**config.mk**
```make
export PLATFORM = sky130hd
export DESIGN_NAME = tdmtx_top
export DESIGN_NICKNAME = d
export VERILOG_FILES = /design/src/rtl/tdmtx_pkg.sv /design/src/rtl/tdmtx_timing.sv /design/src/rtl/tdmtx_pending.sv /design/src/rtl/tdmtx_assemble.sv /design/src/rtl/tdmtx_shift.sv /design/src/rtl/tdmtx_top.sv
export SDC_FILE = /design/constraint.sdc
export NUM_CORES = 1
export LEC_CHECK = 0
export BUFFER_PORTS_ARGS = -buffer_cell sky130_fd_sc_hd__buf_2
export CORE_UTILIZATION = 45
export CTS_CLUSTER_SIZE = 16
export DETAILED_ROUTE_END_ITERATION = 10
export PLACE_DENSITY = 0.65
export SLEW_MARGIN = 10
export SYNTH_ARGS = -nofsm -noshare
export SYNTH_HDL_FRONTEND = slang
export SYNTH_SLANG_ARGS = --single-unit
```
**constraint.sdc**
```tcl
create_clock -name clk -period 8.9 [get_ports clk]
set_input_delay 1.335 -clock clk [delete_from_list [all_inputs] [get_ports clk]]
set_output_delay 1.335 -clock clk [all_outputs]
set_load 0.01 [all_outputs]
```
**src/rtl/tdmtx_pkg.sv**
```systemverilog
`timescale 1ns/1ps
package tdmtx_pkg;
  localparam int TAG_W     = 16;
  localparam int SLOT_W    = 20;
  localparam int NUM_SLOTS = 12;
  localparam int FRAME_W   = TAG_W + SLOT_W * NUM_SLOTS;
  localparam int IDX_W     = 7;
  localparam int RDATA_W   = 16;
  localparam int SAMP_W    = 18;

  typedef struct packed {
    logic               rd;
    logic [IDX_W-1:0]   idx;
    logic [RDATA_W-1:0] data;
  } rd_rsp_t;

  typedef struct packed {
    logic              vld;
    logic [SAMP_W-1:0] smp;
  } cap_t;
endpackage

```
**src/rtl/tdmtx_timing.sv**
```systemverilog
`timescale 1ns/1ps
module tdmtx_timing #(
  parameter int FRAME_W = 256
) (
  input  logic clk,
  input  logic rst_n,
  input  logic frame_sync,
  output logic frame_start,
  output logic in_frame
);
  localparam int CNT_W = $clog2(FRAME_W + 1);
  localparam logic [CNT_W-1:0] CNT_END = CNT_W'(FRAME_W);

  logic             sync_q;
  logic [CNT_W-1:0] cnt_q, cnt_d;
  logic             cnt_en;

  // next state
  always_comb begin
    frame_start = frame_sync & ~sync_q;
    in_frame    = (cnt_q < CNT_END);
    cnt_en      = frame_start | in_frame;
    cnt_d       = cnt_q;
    if (frame_start)   cnt_d = '0;
    else if (in_frame) cnt_d = cnt_q + 1'b1;
  end

  // registers
  always_ff @(posedge clk or negedge rst_n) begin
    if (!rst_n) begin
      sync_q <= 1'b0;
      cnt_q  <= CNT_END;
    end else begin
      sync_q <= frame_sync;
      if (cnt_en) cnt_q <= cnt_d;
    end
  end


  restart_once_chk: assert property (@(posedge clk) disable iff (!rst_n)
    frame_start |=> !frame_start);


  cnt_range_chk: assert property (@(posedge clk) disable iff (!rst_n)
    cnt_q <= CNT_END);
endmodule

```
**src/rtl/tdmtx_pending.sv**
```systemverilog
`timescale 1ns/1ps
module tdmtx_pending
  import tdmtx_pkg::*;
(
  input  logic               clk,
  input  logic               rst_n,
  input  logic               frame_start,
  input  logic               acc_vld,
  input  logic               acc_rd,
  input  logic [IDX_W-1:0]   acc_idx,
  input  logic [RDATA_W-1:0] acc_data,
  input  logic               cap_l_vld,
  input  logic [SAMP_W-1:0]  cap_l,
  input  logic               cap_r_vld,
  input  logic [SAMP_W-1:0]  cap_r,
  output rd_rsp_t            rsp,
  output cap_t               left,
  output cap_t               right
);
  rd_rsp_t rsp_q, rsp_d;
  cap_t    left_q, left_d, right_q, right_d;
  logic    rsp_en, left_en, right_en;
  logic    rd_take;

  // next state: frame start consumes, a new strobe in the same cycle wins
  always_comb begin
    rd_take  = acc_vld & acc_rd;
    rsp_en   = frame_start | rd_take;
    left_en  = frame_start | cap_l_vld;
    right_en = frame_start | cap_r_vld;

    rsp_d = rsp_q;
    if (frame_start) rsp_d.rd = 1'b0;
    if (rd_take) begin
      rsp_d.rd   = 1'b1;
      rsp_d.idx  = acc_idx;
      rsp_d.data = acc_data;
    end

    left_d = left_q;
    if (frame_start) left_d.vld = 1'b0;
    if (cap_l_vld) begin
      left_d.vld = 1'b1;
      left_d.smp = cap_l;
    end

    right_d = right_q;
    if (frame_start) right_d.vld = 1'b0;
    if (cap_r_vld) begin
      right_d.vld = 1'b1;
      right_d.smp = cap_r;
    end
  end

  // registers
  always_ff @(posedge clk or negedge rst_n) begin
    if (!rst_n) begin
      rsp_q   <= '0;
      left_q  <= '0;
      right_q <= '0;
    end else begin
      if (rsp_en)   rsp_q   <= rsp_d;
      if (left_en)  left_q  <= left_d;
      if (right_en) right_q <= right_d;
    end
  end

  assign rsp   = rsp_q;
  assign left  = left_q;
  assign right = right_q;


  late_req_chk: assert property (@(posedge clk) disable iff (!rst_n)
    (frame_start && acc_vld && acc_rd) |=> rsp_q.rd);
endmodule

```
**src/rtl/tdmtx_assemble.sv**
```systemverilog
`timescale 1ns/1ps
module tdmtx_assemble
  import tdmtx_pkg::*;
#(
  parameter int L_SLOT = 3,
  parameter int R_SLOT = 4
) (
  input  logic               ready,
  input  rd_rsp_t            rsp,
  input  cap_t               left,
  input  cap_t               right,
  output logic [FRAME_W-1:0] frame
);
  localparam int PAY_W   = SLOT_W * NUM_SLOTS;
  localparam int IDX_PAD = SLOT_W - 1 - IDX_W;
  localparam int DAT_PAD = SLOT_W - RDATA_W;
  localparam int SMP_PAD = SLOT_W - SAMP_W;

  logic [TAG_W-1:0] tag;
  logic [PAY_W-1:0] payload;

  always_comb begin
    tag = '0;
    tag[TAG_W-1]      = ready;
    tag[TAG_W-2]      = rsp.rd;
    tag[TAG_W-3]      = rsp.rd;
    tag[TAG_W-1-L_SLOT] = left.vld;
    tag[TAG_W-1-R_SLOT] = right.vld;
  end

  for (genvar s = 0; s < NUM_SLOTS; s++) begin : g_slot
    localparam int SNUM = s + 1;
    logic [SLOT_W-1:0] word;
    if (SNUM == 1) begin : g_echo
      assign word = rsp.rd ? {1'b0, rsp.idx, {IDX_PAD{1'b0}}} : '0;
    end else if (SNUM == 2) begin : g_rdata
      assign word = rsp.rd ? {rsp.data, {DAT_PAD{1'b0}}} : '0;
    end else if (SNUM == L_SLOT) begin : g_left
      assign word = left.vld ? {left.smp, {SMP_PAD{1'b0}}} : '0;
    end else if (SNUM == R_SLOT) begin : g_right
      assign word = right.vld ? {right.smp, {SMP_PAD{1'b0}}} : '0;
    end else begin : g_zero
      assign word = '0;
    end
    assign payload[(NUM_SLOTS-s)*SLOT_W-1 -: SLOT_W] = word;
  end

  assign frame = ready ? {tag, payload} : '0;
endmodule

```
**src/rtl/tdmtx_shift.sv**
```systemverilog
`timescale 1ns/1ps
module tdmtx_shift #(
  parameter int FRAME_W = 256
) (
  input  logic               clk,
  input  logic               rst_n,
  input  logic               frame_start,
  input  logic               in_frame,
  input  logic               ready,
  input  logic [FRAME_W-1:0] frame,
  output logic               frm_ready,
  output logic               ser_out
);
  logic [FRAME_W-1:0] shreg_q, shreg_d;
  logic               shreg_en;
  logic               rdy_q;

  // next state
  always_comb begin
    shreg_en = frame_start | in_frame;
    if (frame_start) shreg_d = frame;
    else             shreg_d = {shreg_q[FRAME_W-2:0], 1'b0};
  end

  // registers
  always_ff @(posedge clk or negedge rst_n) begin
    if (!rst_n) begin
      shreg_q <= '0;
      rdy_q   <= 1'b0;
    end else begin
      if (shreg_en)    shreg_q <= shreg_d;
      if (frame_start) rdy_q   <= ready;
    end
  end

  assign ser_out   = in_frame & shreg_q[FRAME_W-1];
  assign frm_ready = rdy_q;
endmodule

```
**src/rtl/tdmtx_top.sv**
```systemverilog
`timescale 1ns/1ps
module tdmtx_top
  import tdmtx_pkg::*;
#(
  parameter int L_SLOT = 3,
  parameter int R_SLOT = 4
) (
  input  logic        clk,
  input  logic        rst_n,
  input  logic        frame_sync,
  input  logic        codec_ready,
  input  logic        acc_vld,
  input  logic        acc_rd,
  input  logic [6:0]  acc_idx,
  input  logic [15:0] acc_data,
  input  logic        cap_l_vld,
  input  logic [17:0] cap_l,
  input  logic        cap_r_vld,
  input  logic [17:0] cap_r,
  output logic        ser_out
);
  logic [1:0]         rst_q;
  logic               rst_n_s;
  logic               frame_start, in_frame, frm_ready;
  rd_rsp_t            rsp;
  cap_t               left, right;
  logic [FRAME_W-1:0] frame;

  // reset: asserts at once, releases on the clock
  always_ff @(posedge clk or negedge rst_n) begin
    if (!rst_n) rst_q <= 2'b00;
    else        rst_q <= {rst_q[0], 1'b1};
  end
  assign rst_n_s = rst_q[1];

  tdmtx_timing #(.FRAME_W(FRAME_W)) i_timing (
    .clk(clk), .rst_n(rst_n_s), .frame_sync(frame_sync),
    .frame_start(frame_start), .in_frame(in_frame)
  );

  tdmtx_pending i_pending (
    .clk(clk), .rst_n(rst_n_s), .frame_start(frame_start),
    .acc_vld(acc_vld), .acc_rd(acc_rd), .acc_idx(acc_idx), .acc_data(acc_data),
    .cap_l_vld(cap_l_vld), .cap_l(cap_l), .cap_r_vld(cap_r_vld), .cap_r(cap_r),
    .rsp(rsp), .left(left), .right(right)
  );

  tdmtx_assemble #(.L_SLOT(L_SLOT), .R_SLOT(R_SLOT)) i_assemble (
    .ready(codec_ready), .rsp(rsp), .left(left), .right(right), .frame(frame)
  );

  tdmtx_shift #(.FRAME_W(FRAME_W)) i_shift (
    .clk(clk), .rst_n(rst_n_s), .frame_start(frame_start), .in_frame(in_frame),
    .ready(codec_ready), .frame(frame), .frm_ready(frm_ready), .ser_out(ser_out)
  );


  tag_ready_chk: assert property (@(posedge clk) disable iff (!rst_n_s)
    frame_start |=> (ser_out == $past(codec_ready)));


  quiet_frame_chk: assert property (@(posedge clk) disable iff (!rst_n_s)
    ser_out |-> frm_ready);
endmodule

```
-- Word-level counts from Yosys, hierarchy flattened
Index checks and enable logic that the tools add are counted.
- bits in latches: 0
- memory bits (read-only): 0
- flip-flop bits (word level): 330
- output and inout bits: 1
- memories: 0
- bits in writable memories: 0
- word-level logic and storage cells: 44
- bits of input ports: 67
- muxes and demuxes: 12
- order comparisons: 1
- reductions and logical operators: 11
- equality and inequality tests: 0
- shift operators: 0
- div/mod/pow operators: 0
- add/sub/neg operators: 1
- bitwise operators: 8
- multipliers: 0
- operators with widths (operator ; number):
    256-bit 2-to-1 mux ; 2
    20-bit 2-to-1 mux ; 3
    19-bit 2-to-1 mux ; 3
    24-bit 2-to-1 mux ; 1
    9-bit 2-to-1 mux ; 2
    2-bit AND reduction ; 7
    9-bit by 1-bit adder with 9-bit output (second input constant) ; 1
    9-bit < comparator (second input constant) ; 1
    2-bit nonzero test ; 4
    1-bit bitwise OR ; 4
    1-bit bitwise AND ; 3
    1-bit 2-to-1 mux ; 1
    1-bit inverter ; 1

-- Logic depth before layout (Yosys ltp)
Gate-level depths: netlist (run 1).
- word-level depth: 4
- gate-level depth with buffers: 7
- depth with buffers taken out: 5

-- Hierarchy
Synthesis (run 1) repeated with hierarchy kept, for this count alone.
- cell total of the unflattened synthesis: 1559
- area, all modules: 16848.7 µm²
- by module, submodules not included (module ; area each (µm²) ; seq. area each (µm²) ; cells an instance ; times used):
    tdmtx_shift ; 11933.9 ; 6431.2 ; 1113 ; 1
    tdmtx_pending ; 2456.1 ; 1551.5 ; 133 ; 1
    tdmtx_assemble ; 1939.4 ; 0.0 ; 267 ; 1
    tdmtx_timing ; 465.4 ; 251.5 ; 43 ; 1
    tdmtx_top ; 53.8 ; 50.0 ; 3 ; 1

-- Worst setup path before layout (run 1)
OpenSTA, ideal clock, no wires.
- path kind: flip-flop to output port
- start point: register i_timing.cnt_q[8]
- end point: output ser_out
- path buffers: 3
- required time: 7.565 ns
- arrival time: 1.090 ns
- setup slack: 6.475 ns
- cell stages (with the launch flop): 5
- cell sequence: dfstp_2 > buf_2 > buf_6 > buf_2 > nor2b_1
- cells in the longest elaborated chain, start to end: 2
- RTL lines (item ; RTL line ; source):
    start, declared ; tdmtx_timing.sv:15 ; logic [CNT_W-1:0] cnt_q, cnt_d;
    start signal, assigned ; tdmtx_timing.sv:35 ; if (cnt_en) cnt_q <= cnt_d;
    9-bit < comparator ; tdmtx_timing.sv:21 ; in_frame = (cnt_q < CNT_END);
    1-bit bitwise AND ; tdmtx_shift.sv:36 ; assign ser_out = in_frame & shreg_q[FRAME_W-1];
    end, declared ; tdmtx_top.sv:20 ; output logic ser_out
Every way passes these cells.

-- Worst setup path after layout (run 1)
Same ends and word-level chain as after synthesis.

==> results of run 1 <==
==> final cells by class <==
| cell class | instances | area (um2) | share of cell area |
|---|---|---|---|
| flip-flops and latches | 168 | 4210 | 0.530 |
| multi-input cells | 411 | 2540 | 0.320 |
| clock buffers | 22 | 474 | 0.0597 |
| repair buffers | 70 | 358 | 0.0450 |
| well taps | 188 | 235 | 0.0296 |
| clock inverters | 10 | 119 | 0.0150 |
==> per-layer routing <==
metal	GRT usage	share of wire	up-vias
li1	-	-	2181
met1	0.211	0.46	2240
met2	0.275	0.50	89
met3	0.0506	0.041	9
met4	0.0497	0.0076	0
met5	0	0	-
==> per-stage QoR <==
step	total power [mW]	hold slack, ns
after global placement	1.03	0.204
after detailed placement	1.04	0.211
after CTS	1.77	0.216
after global routing	1.83	0.231
final	1.75	0.203
after floorplan	0.993	0.331
==> worst min-delay path by stage <==
| stage | from | to |
|---|---|---|
| 2_1_floorplan | rst_q[0]$_DFF_PN0_ | rst_q[1]$_DFF_PN0_ |
| 3_5_place_dp | rst_q[1]$_DFF_PN0_ | i_pending.left[10]$_DFFE_PN0P_ |
| 6_report | rst_q[1]$_DFF_PN0_ | i_pending.left[10]$_DFFE_PN0P_ |
| 4_1_cts | rst_q[1]$_DFF_PN0_ | i_pending.left[10]$_DFFE_PN0P_ |
| 5_1_grt | rst_q[1]$_DFF_PN0_ | i_pending.left[10]$_DFFE_PN0P_ |
| 3_3_place_gp | rst_q[1]$_DFF_PN0_ | i_pending.left[11]$_DFFE_PN0P_ |
==> worst max-delay path: cells and delay by family, from the launching register on <==
family,cells,cell delay (ns)
buffers and inverters,1,0.20
AND/OR/NAND/NOR,1,0.16
flip-flops,1,1.28
==> flip-flops by register name (all words and copies together) (netlist names) <==
| signal | flops |
|---|---|
| rst_q | 2 |
| i_timing.cnt_q | 9 |
| i_pending.right | 19 |
| i_pending.rsp | 24 |
| i_pending.left | 19 |
| i_shift.shreg_q | 94 |
| i_timing.sync_q | 1 |
==> power by group <==
part	total (mW)	switching [mW]	internal [mW]
Combinational	0.139	0.0673	0.0719
Clock	0.722	0.286	0.436
Sequential	0.883	0.0449	0.838
Total	1.75	0.398	1.35
==> cells by family (layout without fill, tap and decap cells) <==
kind of cell / Yosys count / in the layout / share of synthesized area
other cells: 1 / 1 / 0.000535
buf+inv: 44 / 102 / 0.0380
compound gates: 130 / 130 / 0.107
xor+xnor: 7 / 7 / 0.00875
fa+ha+maj: 1 / 1 / 0.00178
mux: 91 / 91 / 0.140
flops: 168 / 168 / 0.600
simple gates: 181 / 181 / 0.103
==> cells in the final DEF (no fill, tap or decap), drive strengths merged, types with 4 or more instances in the layout <==
cell type,count
a21oi,61
dfrtp,167
xnor2,5
mux2,59
clkbuf,22
clkinv,4
mux2i,32
nor2,103
nand2,65
buf,70
o21ai,61
==> results.md, run 1 <==
* Register area share after synthesis at 0.600
* MaxCap Viol Count at 0
* CTS resizes at 0
* CTS tree: built
* Relative slew slack at 0.220
* Clock sinks at 168
* Post-route minimum period at 3.46 ns
* Status: complete, no violations
* Post-synth ARST share at 1.00
* Core ar. at 15200 um2
* Placed Area at 7350 um2
* FP Rows at 45
* Slowest CP cell: dfstp_4
* Yosys top cell by area: dfrtp_1
* Vias in the first global route at 4613
* RSZ-0062 raised after global routing: false
* H-tree depth at 4
* Initial Utilization at 0.461
* Fill cell count at 1321
* FF-to-FF setup slack at 5.99 ns
* Arrival time of the worst setup path at 2.13 ns
* TNS Setup at 0 ns
* Synth top area share at 0.596
* Worst Setup End Kind: output pin
* Max rail drop VDD at 0.135 mV
* Tightest Pin Transition at 1.17 ns
* Via Count at 4519
* Nets at 736
* Final Hold Fails at 0
* Post-Syn Area at 7010 um2
* Worst Hold Class: reg2async
* Post-route ant nets at 0
* #FFs+latches synth at 168
* Initial antenna violation count at 0
* DP Worst Slack at 5.40 ns
* Leak Pwr at 3.62 nW
* Hold_buf cts at 0
* Power density of the placed cells at 220 nW/um2
* # Post-CTS Setup Buffers at 0
* Final period utilization at 0.389
* Core Util, Final at 0.523
* Fin cells at 869
* Vias per inst at 5.20
* Critical Path RT at 7.57 ns
* Die area at 16100 um2
* Violation count after the first detailed-route iteration at 222
* Post-Syn Nets at 691
* Die height at 127 um
* Fraction of layout cells with a size suffix above 1 at 0.272
* Peak Freq at 289 MHz
* Final HPWL DP at 7370 um
* Post-Place Cells at 837
* Clk slew on worst S/H paths at 0.06 ns
* Io pins at 68
* # DRC at 0
* Routed length per instance at 13.9 um
* Final Max Tran Viols at 0
* Critical path launch point type: flop
* Worst setup endpoint: ser_out
* WL final at 12100 um
* Total CTS buffers at 17
* Root Buffer: clkbuf_16
* Fin Clk Skew at 0.00999 ns
* Setup violators final at 0
* Count of cell types in the netlist at 32
* Post-route setup slack at 5.44 ns
* Clock Latency Late Sink at 0.42 ns
* Syn-to-layout area delta at 13.3%
* RR Startpoint: i_timing.cnt_q[8]$_DFFE_PN1P_
* Post-synth EDFFs at 0
* Worst setup path class: reg2out
* 1st-pass router iterations at 5
* Largest net degree at the start of global routing at 106
* Routability cong. at 0.716
* Gr usage total at 0.166
* Final Cell Area at 7940 um2
* Inserted Diodes at 0
* Top post-synthesis cells by area: dfrtp_1 60%, mux2_2 9.5%, nor2_1 5.5%
* Clock Path Buffers at 2
* Yosys warns at 0
* Most common cell in the netlist: dfrtp_1
* Die width at 127 um
* Grt total ovfl at 0
* Max FO, Critical Path at 105
* I/O Buffers at 67
* Worst Setup SP: i_timing.cnt_q[8]$_DFFE_PN1P_
* Mean Syn Cell Area at 11.3 um2
* Top cells by count, synth: 167 x dfrtp_1, 103 x nor2_1, 64 x nand2_1
* FF-to-FF End: i_shift.shreg_q[251]$_DFFE_PN0P_
* Crit-path cells: nor2b_1 -> buf_2
* Worst Reg-to-Reg Cells at 2
* Top_reg_cell synth: dfrtp_1
* Critical path's largest stage delay at 1.28 ns
* Synth Instances at 623
* First-pass GRT wire length at 21400 um
No activity file was read; power rests on OpenSTA's default activity.
==> inputs of run 2 (changes only) <==
Clock period 8.9 ns to 3.3 ns, I/O delays scaled along.
==> run 2 against run 1 <==
Against the previous run:
- core utilization up 0.44 points
- final cell count up 0.46%
- non-clock buffer count up 5
- clock skew down 0.0017 ns
- clock-buffer cell count up 2
- worst hold slack better by 0.025 ns
- global-route usage up 0.45 points
- first-iteration DRC count up 2.3%
- via count up 0.42%
- critical endpoint is now i_shift.shreg_q[252]$_DFFE_PN0P_
- design area up 0.85%
- critical path depth up 1
- critical path type is now reg2reg
==> results.md, run 2 (synthesis results as in run 1) <==
* MaxCap Viol Count at 0 (unchanged)
* Reg power frac at 0.499 (-0.007)
* Worst setup endpoint: i_shift.shreg_q[252]$_DFFE_PN0P_
* TNS Setup at 0 ns (unchanged)
* Int Power at 3.72 mW (+180%)
* Worst setup path class: reg2reg
* # DRC at 0 (unchanged)
* Relative slew slack at 0.337 (+0.117)
* Most common cell after layout, fill and taps aside: dfrtp_1
* Violation count after the first detailed-route iteration at 227 (+2.3%)
* Clock Path Buffers at 2 (unchanged)
* Clock sinks at 168 (unchanged)
* H-tree depth at 4 (unchanged)
* Worst Hold Class: in2reg
* Clk slew on worst S/H paths at 0.06 ns (about the same)
* Max rail drop VDD at 0.402 mV (+200%)
* Multi-input gate area at 2540 um2 (unchanged)
* Vias in the first global route at 4727 (+2.5%)
* Via Count at 4538 (+0.42%)
* Post-Place Cells at 841 (+0.48%)
* Final period utilization at 0.643
* Power density of the placed cells at 598 nW/um2 (+170%)
* Fin Clk Skew at 0.00828 ns (-0.00171 ns)
* Max FO, Critical Path at 47 (-55%)
* Post-route ant nets at 0 (unchanged)
* RSZ-0062 raised after global routing: false
* Final Max Tran Viols at 0 (unchanged)
* Reg area at 4210 um2 (unchanged)
* Final HPWL DP at 7600 um (+3.1%)
* FF-to-FF setup slack at 1.18 ns (-4.81 ns)
* Core ar. at 15200 um2 (unchanged)
* Syn-to-layout area delta at 14.3%
* Critical path launch point type: flop
* FP Rows at 45 (unchanged)
* Total CTS buffers at 17 (unchanged)
* Initial Utilization at 0.461 (unchanged)
* Final Hold Fails at 0 (unchanged)
* Grt total ovfl at 0 (unchanged)
* RR Startpoint: i_timing.cnt_q[8]$_DFFE_PN1P_
* Worst Setup End Kind: flop
* Post-route minimum period at 2.12 ns
* Io pins at 68 (unchanged)
* Die area at 16100 um2 (unchanged)
* Fill cell count at 1323 (+0.15%)
* Largest net degree at the start of global routing at 73 (-31%)
* Flip-flop count of the largest register after layout at 94 (unchanged)
* First-pass GRT wire length at 21900 um (+2.5%)
* Leak Pwr at 3.67 nW (+1.2%)
* Die width at 127 um (unchanged)
* WL final at 12300 um (+1.6%)
* Routed length per instance at 14.1 um (+1.2%)
* Clock network fraction of design power at 0.423 (+0.009)
* Worst Reg-to-Reg Cells at 3 (+1)
* Vias per inst at 5.20 (about the same)
* I/O Buffers at 67 (unchanged)
* Hold_buf cts at 1 (+1)
* Hold slack at 0.228 ns (+0.0251 ns)
* Worst Setup SP: i_timing.cnt_q[8]$_DFFE_PN1P_
* Largest Register: i_shift.shreg_q
* Commonest cells after routing, fill and taps aside: 166 x dfrtp_1, 103 x nor2_1, 67 x buf_2, 64 x nand2_1, 59 x mux2_2
* Fraction of layout cells with a size suffix above 1 at 0.273 (+0.00133)
* Core Util, Final at 0.527 (+0.00445)
* Die height at 127 um (unchanged)
* Sw Pwr at 1.07 mW (+170%)
* Tightest Pin Transition at 0.993 ns (-0.174 ns)
* Routability cong. at 0.711 (-0.70%)
* Status: complete, no violations
* Nets at 741 (+0.68%)
* Gate power share at 0.078 (-0.002)
* Placed Area at 7390 um2 (+0.58%)
* FF-to-FF End: i_shift.shreg_q[252]$_DFFE_PN0P_
* 1st-pass router iterations at 7 (+2)
* Final Cell Area at 8010 um2 (+0.85%)
* Critical Path RT at 3.61 ns (-3.96 ns)
* # Post-CTS Setup Buffers at 0 (unchanged)
* Setup violators final at 0 (unchanged)
* Root Buffer: clkbuf_16
* Arrival time of the worst setup path at 2.43 ns (+0.30 ns)
* Inserted Diodes at 0 (unchanged)
* CTS tree: built
* Fin cells at 873 (+0.46%)
* Initial antenna violation count at 0 (unchanged)
* Peak Freq at 471 MHz
* Switch share at 0.223 (-0.00576)
* CTS resizes at 0 (unchanged)
* Gr usage total at 0.171 (+0.00446)
* Clock Latency Late Sink at 0.42 ns (about the same)
## run 2: cell type report
class                      count  area share
clock buffer                  24      0.0614
clock inverter                 7      0.0145
multi-input combinational    411       0.318
sequential                   168       0.526
tap                          188      0.0294
timing repair buffer          75      0.0512
## run 2: power by group through the flow
stage | clock (mW) | combinational [mW] | sequential (mW)
after global routing | 2.16 | 0.424 | 2.42
after floorplan | 0 | 0.275 | 2.40
after CTS | 2.07 | 0.383 | 2.39
after global placement | 0 | 0.358 | 2.42
final | 2.03 | 0.373 | 2.39
after detailed placement | 0 | 0.379 | 2.43
## run 2: layer usage
layer / vias to the layer above / part of all wire / global-route usage
met1: 2244 / 0.46 / 0.221
met5: - / 0 / 0
met2: 85 / 0.49 / 0.278
met3: 18 / 0.034 / 0.0418
li1: 2191 / - / -
met4: 0 / 0.016 / 0.0658
## run 2: worst min-delay path by stage
stage | to | cells after the start | startpoint | slack [ns]
2_1_floorplan | rst_q[0]$_DFF_PN0_ | 0 | rst_n | 0.20
3_3_place_gp | rst_q[0]$_DFF_PN0_ | 1 | rst_n | 0.28
3_5_place_dp | rst_q[0]$_DFF_PN0_ | 1 | rst_n | 0.28
4_1_cts | i_timing.sync_q$_DFF_PN0_ | 1 | frame_sync | 0.21
5_1_grt | i_timing.sync_q$_DFF_PN0_ | 1 | frame_sync | 0.21
6_report | i_timing.sync_q$_DFF_PN0_ | 1 | frame_sync | 0.23
## run 2: metrics by stage
| stage | setup WS, ns | total power [mW] |
|---|---|---|
| after floorplan | 0.523 | 2.68 |
| after global placement | 1.26 | 2.78 |
| after detailed placement | 1.19 | 2.81 |
| after CTS | 1.15 | 4.85 |
| after global routing | 1.05 | 5.01 |
| final | 1.18 | 4.79 |
## run 2: critical path, cell delays in order (launching register included)
cell,delay (ns)
dfstp_4,0.92
nand2_2,0.42
buf_4,0.40
o22a_1,0.24
==> inputs of run 3 (changes only) <==
Settings changed: PLACE_DENSITY 0.65 to 0.68.
Clock period 3.3 ns to 1.94 ns, I/O delays scaled along.
==> run 3 against run 2 <==
Against the previous run:
- final cell count rose by 1.1%
- first-iteration DRC count rose by 40%
- combinational power rose by 76%
- via count rose by 2.2%
- die area did not move
- critical endpoint is now ser_out
==> results.md, run 3 (synthesis results as in run 1) <==
* RSZ-0062 raised after global routing: false
* Power density of the placed cells at 980 nW/um2 (+64%)
* Syn-to-layout area delta at 14.9%
* Routed length per instance at 14.4 um (+2.2%)
* Root Buffer: clkbuf_16
* Final Hold Fails at 0 (unchanged)
* Leak Pwr at 3.70 nW (+0.97%)
* Initial antenna violation count at 0 (unchanged)
* Inserted Diodes at 0 (unchanged)
* Placed Area at 7490 um2 (+1.3%)
* Gr usage total at 0.174 (+0.00320)
* Nets at 750 (+1.2%)
* Fin Clk Skew at 0.00880 ns (+0.000517 ns)
* CTS resizes at 0 (unchanged)
* Io pins at 68 (unchanged)
* Die area at 16100 um2 (unchanged)
* MaxCap Viol Count at 0 (unchanged)
* First-pass GRT wire length at 22100 um (+0.53%)
* Largest Register: i_shift.shreg_q
* Initial Utilization at 0.461 (unchanged)
* Final HPWL DP at 8230 um (+8.4%)
* Violation count after the first detailed-route iteration at 317 (+40%)
* CTS tree: built
* FP Rows at 45 (unchanged)
* Crit-path cells: nor2b_1 -> buf_2
* # DRC at 0 (unchanged)
* Die height at 127 um (unchanged)
* H-tree depth at 4 (unchanged)
* Clock Path Buffers at 2 (unchanged)
* WL final at 12700 um (+3.4%)
* Final period utilization at 0.908
* Commonest cells after routing, fill and taps aside: 166 x dfrtp_1, 103 x nor2_1, 67 x buf_2, 64 x nand2_1, 59 x mux2_2
* Critical Path RT at 1.65 ns (-1.96 ns)
* Arrival time of the worst setup path at 1.47 ns (-0.96 ns)
* Die width at 127 um (unchanged)
* Fill cell count at 1314 (-0.68%)
* Critical path's largest stage delay at 0.79 ns (-0.13 ns)
* Final Cell Area at 8060 um2 (+0.55%)
* Most common cell after layout, fill and taps aside: dfrtp_1
* Total CTS buffers at 17 (unchanged)
* Vias per inst at 5.25 (+1.1%)
* Max FO, Critical Path at 25 (-47%)
* Flip-flop count of the largest register after layout at 94 (unchanged)
* Worst Setup End Kind: output pin
* Fraction of layout cells with a size suffix above 1 at 0.288 (+0.0148)
* Grt total ovfl at 0 (unchanged)
* I/O Buffers at 67 (unchanged)
* Core ar. at 15200 um2 (unchanged)
* Via Count at 4640 (+2.2%)
* TNS Setup at 0 ns (unchanged)
* Post-route ant nets at 0 (unchanged)
* Critical path launch point type: flop
* Max rail drop VDD at 0.676 mV (+68%)
* 1st-pass router iterations at 5 (-2)
* Worst setup path class: reg2out
* Slowest CP cell: dfstp_4
* Worst Hold Class: in2reg
* Clk slew on worst S/H paths at 0.07 ns (about the same)
* Peak Freq at 568 MHz
* Final Max Tran Viols at 0 (unchanged)
* Clock Latency Late Sink at 0.42 ns (about the same)
* Largest net degree at the start of global routing at 69 (-5.5%)
* Vias in the first global route at 4711 (-0.34%)
* Clock sinks at 168 (unchanged)
* Routability cong. at 0.702 (-1.2%)
* Post-route minimum period at 1.76 ns
* Status: complete, no violations
* Setup violators final at 0 (unchanged)
run 3: worst max-delay path, delay by kind of cell (launching register included):
kind | cells | cell delay, ns
flops | 1 | 0.79
simple gates | 1 | 0.10
buf+inv | 1 | 0.15
run 3: routing by layer:
layer / track usage / vias up / share of wire
met5: 0 / - / 0
met4: 0.0609 / 0 / 0.010
met3: 0.0477 / 10 / 0.043
met2: 0.285 / 108 / 0.49
met1: 0.223 / 2295 / 0.46
li1: - / 2227 / -
run 3: area by class of cell:
cell class              count  area (um2)  share of cell area
flip-flops and latches    168        4210               0.523
repair buffers             84         503              0.0624
multi-input cells         411        2540               0.316
clock buffers              19         453              0.0562
clock inverters            13         106              0.0132
well taps                 188         235              0.0292
run 3: timing repair:
action	4_1_cts	5_1_grt
hold endpoints to repair	2	0
buffers inserted	0	0
hold buffers	1	0
run 3: power breakdown:
| part | internal [mW] | switching, mW | leakage [nW] | total (mW) |
|---|---|---|---|---|
| clock | 1.74 | 1.43 | 0.279 | 3.18 |
| combinational | 0.344 | 0.311 | 1.28 | 0.656 |
| sequential | 3.84 | 0.216 | 2.15 | 4.06 |
run 3: stage by stage:
step	std cells	total power [mW]	hold WS, ns	util	setup slack, ns
after floorplan	623	4.56	-0.00459	-	0.202
after global placement	850	4.73	0.0780	0.492	0.399
after detailed placement	850	4.79	0.0808	0.492	0.343
after CTS	883	7.98	0.00736	0.530	0.167
after global routing	883	8.24	0.00703	0.530	0.126
final	883	7.89	0.0254	0.530	0.179
run 3: final timing paths:
path	start	cells past startpoint	slack, ns	endpoint
setup / recovery	i_timing.cnt_q[8]$_DFFE_PN1P_	2	0.18	ser_out
hold / removal	frame_sync	1	0.03	i_timing.sync_q$_DFF_PN0_
setup reg to reg	i_timing.sync_q$_DFF_PN0_	5	0.38	i_shift.shreg_q[205]$_DFFE_PN0P_
hold reg to reg	rst_q[1]$_DFF_PN0_	0	0.26	i_pending.left[12]$_DFFE_PN0P_
max in group asynchronous	rst_q[1]$_DFF_PN0_	1	0.93	i_timing.cnt_q[8]$_DFFE_PN1P_
min in group asynchronous	rst_n	2	0.17	rst_q[1]$_DFF_PN0_
